<file path="src/rtl/qburst_sram.sv">
module qburst_sram #(
  parameter int AW     = 4,
  parameter int BYTE_W = 9,
  parameter int NBYTE  = 4
) (
  input  logic                    clk,
  input  logic                    rst_n,
  input  logic                    rd_n,
  input  logic                    wr_n,
  input  logic [AW-1:0]           addr,
  input  logic [BYTE_W*NBYTE-1:0] wdata,
  input  logic [NBYTE-1:0]        bwe_n,
  output logic                    k_phase,
  output logic [BYTE_W*NBYTE-1:0] rdata,
  output logic                    rd_oe
);
  localparam int DW    = BYTE_W * NBYTE;
  localparam int WORDS = 2 ** (AW + 1);

  logic             ph;
  logic [DW-1:0]    mem [WORDS];

  logic             rp;
  logic [AW-1:0]    ra;
  logic             wp;
  logic [DW-1:0]    wd0;
  logic [NBYTE-1:0] wb0;

  logic             bv;
  logic [AW-1:0]    ba;
  logic [DW-1:0]    bd0, bd1;
  logic [NBYTE-1:0] bb0, bb1;

  logic             sv;
  logic [DW-1:0]    sq0, sq1;
  logic [DW-1:0]    fwd0, fwd1;
  logic             hit;

  assign k_phase = ph;
  assign hit     = bv && (ba == ra);

  for (genvar b = 0; b < NBYTE; b++) begin : g_fwd
    assign fwd0[b*BYTE_W +: BYTE_W] = (hit && !bb0[b]) ? bd0[b*BYTE_W +: BYTE_W]
                                                       : mem[{ra, 1'b0}][b*BYTE_W +: BYTE_W];
    assign fwd1[b*BYTE_W +: BYTE_W] = (hit && !bb1[b]) ? bd1[b*BYTE_W +: BYTE_W]
                                                       : mem[{ra, 1'b1}][b*BYTE_W +: BYTE_W];
  end

  always_ff @(posedge clk or negedge rst_n) begin
    if (!rst_n) begin
      ph    <= 1'b0;
      rp    <= 1'b0;
      ra    <= '0;
      wp    <= 1'b0;
      wd0   <= '0;
      wb0   <= '1;
      bv    <= 1'b0;
      ba    <= '0;
      bd0   <= '0;
      bd1   <= '0;
      bb0   <= '1;
      bb1   <= '1;
      sv    <= 1'b0;
      sq0   <= '0;
      sq1   <= '0;
      rdata <= '0;
      rd_oe <= 1'b0;
    end else begin
      ph <= ~ph;
      if (!ph) begin
        rp <= ~rd_n;
        if (!rd_n) ra <= addr;
        wp <= ~wr_n;
        if (!wr_n) begin
          wd0 <= wdata;
          wb0 <= bwe_n;
        end
        sv    <= rp;
        sq0   <= rp ? fwd0 : '0;
        sq1   <= rp ? fwd1 : '0;
        rd_oe <= sv;
        rdata <= sq1;
      end else begin
        rd_oe <= sv;
        rdata <= sq0;
        if (wp) begin
          bv  <= 1'b1;
          ba  <= addr;
          bd0 <= wd0;
          bb0 <= wb0;
          bd1 <= wdata;
          bb1 <= bwe_n;
        end
      end
    end
  end

  always_ff @(posedge clk or negedge rst_n) begin
    if (!rst_n) begin
      for (int i = 0; i < WORDS; i++) mem[i] <= '0;
    end else if (ph && wp && bv) begin
      for (int b = 0; b < NBYTE; b++) begin
        if (!bb0[b]) mem[{ba, 1'b0}][b*BYTE_W +: BYTE_W] <= bd0[b*BYTE_W +: BYTE_W];
        if (!bb1[b]) mem[{ba, 1'b1}][b*BYTE_W +: BYTE_W] <= bd1[b*BYTE_W +: BYTE_W];
      end
    end
  end

  a_r1_phase_toggles: assert property (@(posedge clk) disable iff (!rst_n)
    1'b1 |=> (ph != $past(ph)));

  a_r1_oe_rises_on_kbar: assert property (@(posedge clk) disable iff (!rst_n)
    $rose(rd_oe) |-> !ph);

  a_r2_read_latency: assert property (@(posedge clk) disable iff (!rst_n)
    (!ph && !rd_n) |-> ##4 rd_oe ##1 rd_oe);

  a_r8_nop_idle: assert property (@(posedge clk) disable iff (!rst_n)
    (!ph && rd_n) |-> ##4 !rd_oe);

  a_r8_idle_zero: assert property (@(posedge clk) disable iff (!rst_n)
    !rd_oe |-> (rdata == '0));

  a_r5_buffer_kept: assert property (@(posedge clk) disable iff (!rst_n)
    bv |=> bv);
endmodule

</file>
<file path="config.mk">
export PLATFORM = sky130hd
export DESIGN_NAME = qburst_sram
export DESIGN_NICKNAME = d
export VERILOG_FILES = /design/src/rtl/qburst_sram.sv
export SDC_FILE = /design/constraint.sdc
export NUM_CORES = 2
export LEC_CHECK = 0
export BUFFER_PORTS_ARGS = -buffer_cell sky130_fd_sc_hd__buf_2
export CAP_MARGIN = 20
export CORE_UTILIZATION = 42
export CTS_BUF_LIST = sky130_fd_sc_hd__clkbuf_8
export CTS_CLUSTER_SIZE = 12
export DETAILED_ROUTE_END_ITERATION = 10
export SLEW_MARGIN = 30
export SYNTH_ARGS = -nofsm -noshare
export SYNTH_HDL_FRONTEND = slang
export SYNTH_SLANG_ARGS = --single-unit
</file>
<file path="constraint.sdc">
create_clock -name clk -period 2.1 [get_ports clk]
set_input_delay 0.21 -clock clk [delete_from_list [all_inputs] [get_ports clk]]
set_output_delay 0.21 -clock clk [all_outputs]
set_load 0.03 [all_outputs]
</file>
# Yosys cells after proc, flatten, opt, wreduce, memory -nomap -nowiden
# Cells that the tools add are included.
classes:
  n_lt_le_gt_ge: 6
  eq_ne: 1
  mux: 56
  bitwise_logic: 7
  n_reduce_logical: 24
ops:
  columns: ["op", "count"]
  rows:
  - ["2-to-1 mux 1152 bit", 15]
  - ["bitwise mux 1152 bit", 8]
  - ["demux 36 bit (select 5 bit)", 8]
  - ["binary-select mux 36 bit (select 5 bit)", 2]
  - ["2-to-1 mux 36 bit", 9]
  - ["2-to-1 mux 9 bit", 10]
  - ["2-to-1 mux 27 bit", 2]
  - ["2-to-1 mux 18 bit", 2]
  - ["greater-or-equal comparator 6 bit, second input constant", 4]
  - ["NOT 5 -> 6 bit", 4]
  - ["logical AND 1 bit", 13]
  - ["less-than comparator 6 x 1 -> 1 bit, second input constant", 2]
  - ["zero test 1 bit", 8]
  - ["AND reduction 2 bit", 3]
  - ["equality test 4 bit", 1]
  - ["NOT 1 bit", 3]
word_totals:
  ff_bits: 1394
  inputBits: 48
  output_inout_bits: 38

# Longest topological paths before layout
depth:
  ltp_word: 28
  depth_mapped: 8
  ltp_nobuf: 4

# Worst setup path after synthesis
# No wires, ideal clock.
synth_timing:
  kind: "register to register"
  from: "reg ph, in the netlist k_phase"
  to: "reg mem[27] (netlist bit)"
  arrival_time_ns: 2.033
  required_ns: 1.975
  setup_slack_ns: -0.058
  stages_incl_launch_ff: 8
  n_path_buf: 3
  cell_sequence: "dfrtp_1 -> buf_2 -> nand3_1 -> clkbuf_1 -> nand2b_1 -> buf_2 -> nor2_2 -> mux2_2"
synth_between:
  elab_chain_len: 2
synth_lines:
  columns: ["item", "line", "source"]
  rows:
  - ["from (decl)", "20", "logic ph;"]
  - ["from (signal assigned)", "69", "ph <= ~ph;"]
  - ["logical AND 1 bit (2 in series)", "101", "end else if (ph && wp && bv) begin"]
  - ["to (signal, indexed assignment)", "103", "if (!bb0[b]) mem[{ba, 1'b0}][b*BYTE_W +: BYTE_W] <= bd0[b*BYTE_W +: BYTE_W];"]
  - ["to (signal, indexed assignment)", "104", "if (!bb1[b]) mem[{ba, 1'b1}][b*BYTE_W +: BYTE_W] <= bd1[b*BYTE_W +: BYTE_W];"]
  - ["to (decl)", "21", "logic [DW-1:0] mem [WORDS];"]
# Every way passes these cells.
# A chain may end at the register's enable or synchronous reset.

# Final worst setup path
layout_timing:
  from: "reg ra[0]"
  to: "reg sq0[20]"
layout_between:
  elab_chain_len: 6
  word_cells_on_any_way: 9
  cone_classes: "eq/ne (1); mux (5); bitwise (1); reduce/logical (2)"
layout_lines:
  columns: ["item", "line", "source"]
  rows:
  - ["from (decl)", "24", "logic [AW-1:0] ra;"]
  - ["from (signal assigned)", "72", "if (!rd_n) ra <= addr;"]
  - ["NOT 5 -> 6 bit (implied by the code)", "44", ": mem[{ra, 1'b0}][b*BYTE_W +: BYTE_W];"]
  - ["binary-select mux 36 bit (select 5 bit)", "44", null]
  - ["2-to-1 mux 36 bit (2 in series)", null, null]
  - ["2-to-1 mux 9 bit *", "43", "assign fwd0[b*BYTE_W +: BYTE_W] = (hit && !bb0[b]) ? bd0[b*BYTE_W +: BYTE_W]"]
  - ["2-to-1 mux 36 bit *", "79", "sq0 <= rp ? fwd0 : '0;"]
  - ["to (signal assigned)", "79", null]
  - ["to (decl)", "35", "logic [DW-1:0] sq0, sq1;"]
# Every way passes the cells marked *; elsewhere a longest branch is shown, timed or not. The select of a mux whose other input is x is not followed.

==> reports/metrics.csv <==
metric,value,unit
syn2layout_area_growth,22.22,%
slew_violations,0,
grt_pass1_wl,248.5,mm
skew,0.05758,ns
critPathArrivalTime,3.21,ns
fmax,425.1,MHz
netlist_instances,3809,
numClockSinks,1394,
synth_compound_area_share,3.578,%
syn_nets,3857,
critical-path-max-stage-delay,0.53,ns
die_h,383.1,microns
synthAdderAreaFrac,0,%
firstDrtPassIters,8,
yosysSeqAreaShare,57.22,%
synth_warnings,0,
crit_type,flip-flop to flip-flop,
finalInstanceArea,74550,sq um
r2r_slack,-0.25,ns
synth_cell_types,33,
yosys_register_bits,1394,
wl,161.1,mm
n_fill_cell,11960,
hp-class,input pin to flip-flop,
pwr_density_cell,997.7,nW/um^2
worstPathCellList,"buf_4, clkbuf_16, buf_4, mux4_2, a22oi_2, nand2_1, a221o_1",
postLayoutSetupSlackWorst,-0.2522,ns
max_slew_margin,48.69,%
slowest_stage,mux4_2,
critPathBufInv,3,
fp.dieW,383.1,microns
p_total,74.38,mW
drive_gt1_share,55.82,%
drt-wirelength-per-cell,24.88,microns
synth_top_family_by_area,multiplexers,
clockRootBuffer,clkbuf_8,
ir_drop,0.0006270,V
start_kind,flip-flop,
synthSimpleGateAreaFrac,3.134,%
outcome,"complete, but fails checks",
worstRegToRegCells,7,
dr_total_vias,36040,
cts_tree,built,
p_leak,35.12,nW
cts.clk_slew.worst_paths,0.07,ns
avgViaCountPerCell,5.566,
antenna_found_initial,14,
r2r_end,sq0[20]$_DFFE_PN0N_,
place_area,66990,sq um
core_area,143800,sq um
rsz0062_at_grt,yes,
worst_pin_slew,0.7696,ns
worstReg2RegStart,ra[0]$_DFFE_PN0P_,
syn_area_per_cell,16.01,sq um
grt-ovfl-total,0,
cpMostUsedCell,buf_4,
cp_num_cells,7,
cts_buffer_depth,3,
die-area,146800,sq um
io_pins,86,
timing.final.hold_violations,0,
cts_buffers,231,
clock_latency,0.98,ns
rows,139,
critPathCapture,sq0[20]$_DFFE_PN0N_,
drt_iter0_drc,1979,
crit_family,compound AO/OA/AOI/OAI gates,
hpwl,101.8,mm
grt_pass1_vias,38800,
drt_drc_violations_left,12,
h-tree-depth,4,
cap_violations,0,
synth_area,60990,sq um
end_kind,flip-flop,
start_util,42.41,%
fin_crit_sh,112.0,%
ant_nets,0,
worst_ep_required_time,2.96,ns
grt_max_degree,107,
port_buffers,85,
synth_xor_area_share,0.05744,%
critPathMaxFanout,10,
timing.critical_path.from,ra[0]$_DFFE_PN0P_,
muxShareOfSynthArea,34.27,%
violations,"design-rule violations, negative setup slack",
fin_crit,2.352,ns
gp_routability_congestion,0.7736,
nets,4425,
grt_usage,22.40,%
finalSetupViolations,72,
flip-flops by register name (all words and copies together) (netlist names):
signal and flops:
bb0 4, bv 1, rd_oe 1, sv 1
wb0 4, wp 1, bb1 4, rdata 36
k_phase 1, wd0 36, rp 1, sq1 36
sq0 36, bd0 36, bd1 36, mem 1152
ra 4, ba 4
through the flow:
step | TNS, ns | hold WS [ns] | setup WS [ns] | util, % | instances
after floorplan | 0 | -0.08559 | 0.01841 | - | 3809
after global placement | -24.57 | 0.1712 | -0.2147 | 46.57 | 5905
after detailed placement | -34.38 | 0.1687 | -0.2269 | 46.57 | 5905
after CTS | -9.331 | 0.02197 | -0.2188 | 51.52 | 6454
after global routing | -16.45 | 0.08347 | -0.2680 | 51.83 | 6473
final | -12.60 | 0.1275 | -0.2522 | 51.83 | 6475
layer usage:
| metal | vias up | wire length [microns] | global-route usage [%] |
|---|---|---|---|
| met5 | - | 31 | 0 |
| met4 | 4 | 3633 | 6.778 |
| met3 | 257 | 8381 | 4.540 |
| met2 | 771 | 76990 | 35.33 |
| met1 | 19450 | 72070 | 31.18 |
| li1 | 15560 | - | - |
layout by cell type, fill, tap and decap left out, drive strengths merged:
cell         instances
a22oi              144
clkbuf             323
nor3                 7
bufbuf               2
dfstp               12
a21o                36
nor2b                2
a221o               72
xor2                 3
clkinv              28
clkinvlp             2
a31oi                8
or2                  4
nand2b              14
nand4                1
buf                472
mux4               288
and2                74
o21ai                1
diode                4
nor2                64
dlygate4sd3         84
dfrtp             1382
nand2              165
inv                 81
nand3                1
a21oi                1
nor4                 1
bufinv               7
and3                 8
mux2              1280
xnor2                1
report_power, final:
part | leakage (nW) | switching [mW] | internal, mW
sequential | 18.4 | 3.36 | 32.0
combinational | 13.8 | 5.20 | 7.88
clock | 2.90 | 11.6 | 14.3
total | 35.1 | 20.2 | 54.2
worst min path at each step:
| stage | depth (start not counted) | start | slack, ns | end |
|---|---|---|---|---|
| after floorplan | 0 | rst_n | -0.09 | ba[0]$_DFFE_PN0N_ |
| after CTS | 3 | bwe_n[2] | 0.02 | bb1[2]$_DFFE_PN1N_ |
| after global placement | 1 | rst_n | 0.17 | mem[974]$_DFFE_PN0P_ |
| after global routing | 3 | bwe_n[3] | 0.08 | bb1[3]$_DFFE_PN1N_ |
| final | 3 | bwe_n[2] | 0.13 | bb1[2]$_DFFE_PN1N_ |
| after detailed placement | 1 | rst_n | 0.17 | mem[686]$_DFFE_PN0P_ |
logic make-up (layout without fill, tap and decap cells):
| family | Yosys count | in the layout |
|---|---|---|
| mux | 1568 | 1568 |
| flops | 1394 | 1394 |
| simple gates | 341 | 341 |
| compound gates | 262 | 262 |
| buf+inv | 240 | 999 |
| xor+xnor | 4 | 4 |
| other cells | 0 | 4 |
worst register-to-register path, cell delays in order, from the launching register on:
cell and delay, ns:
dfrtp_4 0.52, buf_4 0.19, clkbuf_16 0.21, buf_4 0.15
mux4_2 0.53, a22oi_2 0.26, nand2_1 0.08, a221o_1 0.29
cell usage after synthesis, drive strengths merged:
cell	instances	share of area, %
a22oi	144	1.8
xnor2	1	0.014
a21oi	1	0.0082
xor2	3	0.043
inv	9	0.055
nand2b	14	0.14
nor4	1	0.035
dfrtp	1382	57
nand2	165	1.1
nor2	64	0.83
mux4	288	11
and3	8	0.082
a221o	72	1.2
a31oi	8	0.16
nand3	1	0.0082
nor2b	2	0.021
clkbuf	136	0.84
or2	4	0.041
buf	95	0.86
a21o	36	0.44
nor3	7	0.11
o21ai	1	0.0082
and2	74	0.76
mux2	1280	24
nand4	1	0.021
dfstp	12	0.52
layout make-up:
type                       count  area (sq um)  area share (%)
antenna                        4         10.01         0.01343
clock buffer                 315          4335           5.816
clock inverter               109         827.0           1.109
inverter                       9         33.78         0.04532
multi-input combinational   2175         25610           34.35
sequential                  1394         34910           46.83
tap                         1903          2381           3.194
timing repair buffer         566          6447           8.649
timing repair:
action,4_1_cts,5_1_grt
pin swaps,39,18
endpoints found under the setup margin,360,253
hold buffers,85,0
hold endpoints to repair,1481,0
cloned,8,8
gates resized for setup,124,35
setup buffers,32,10
Note: power is estimated with default switching activity, not from simulation.
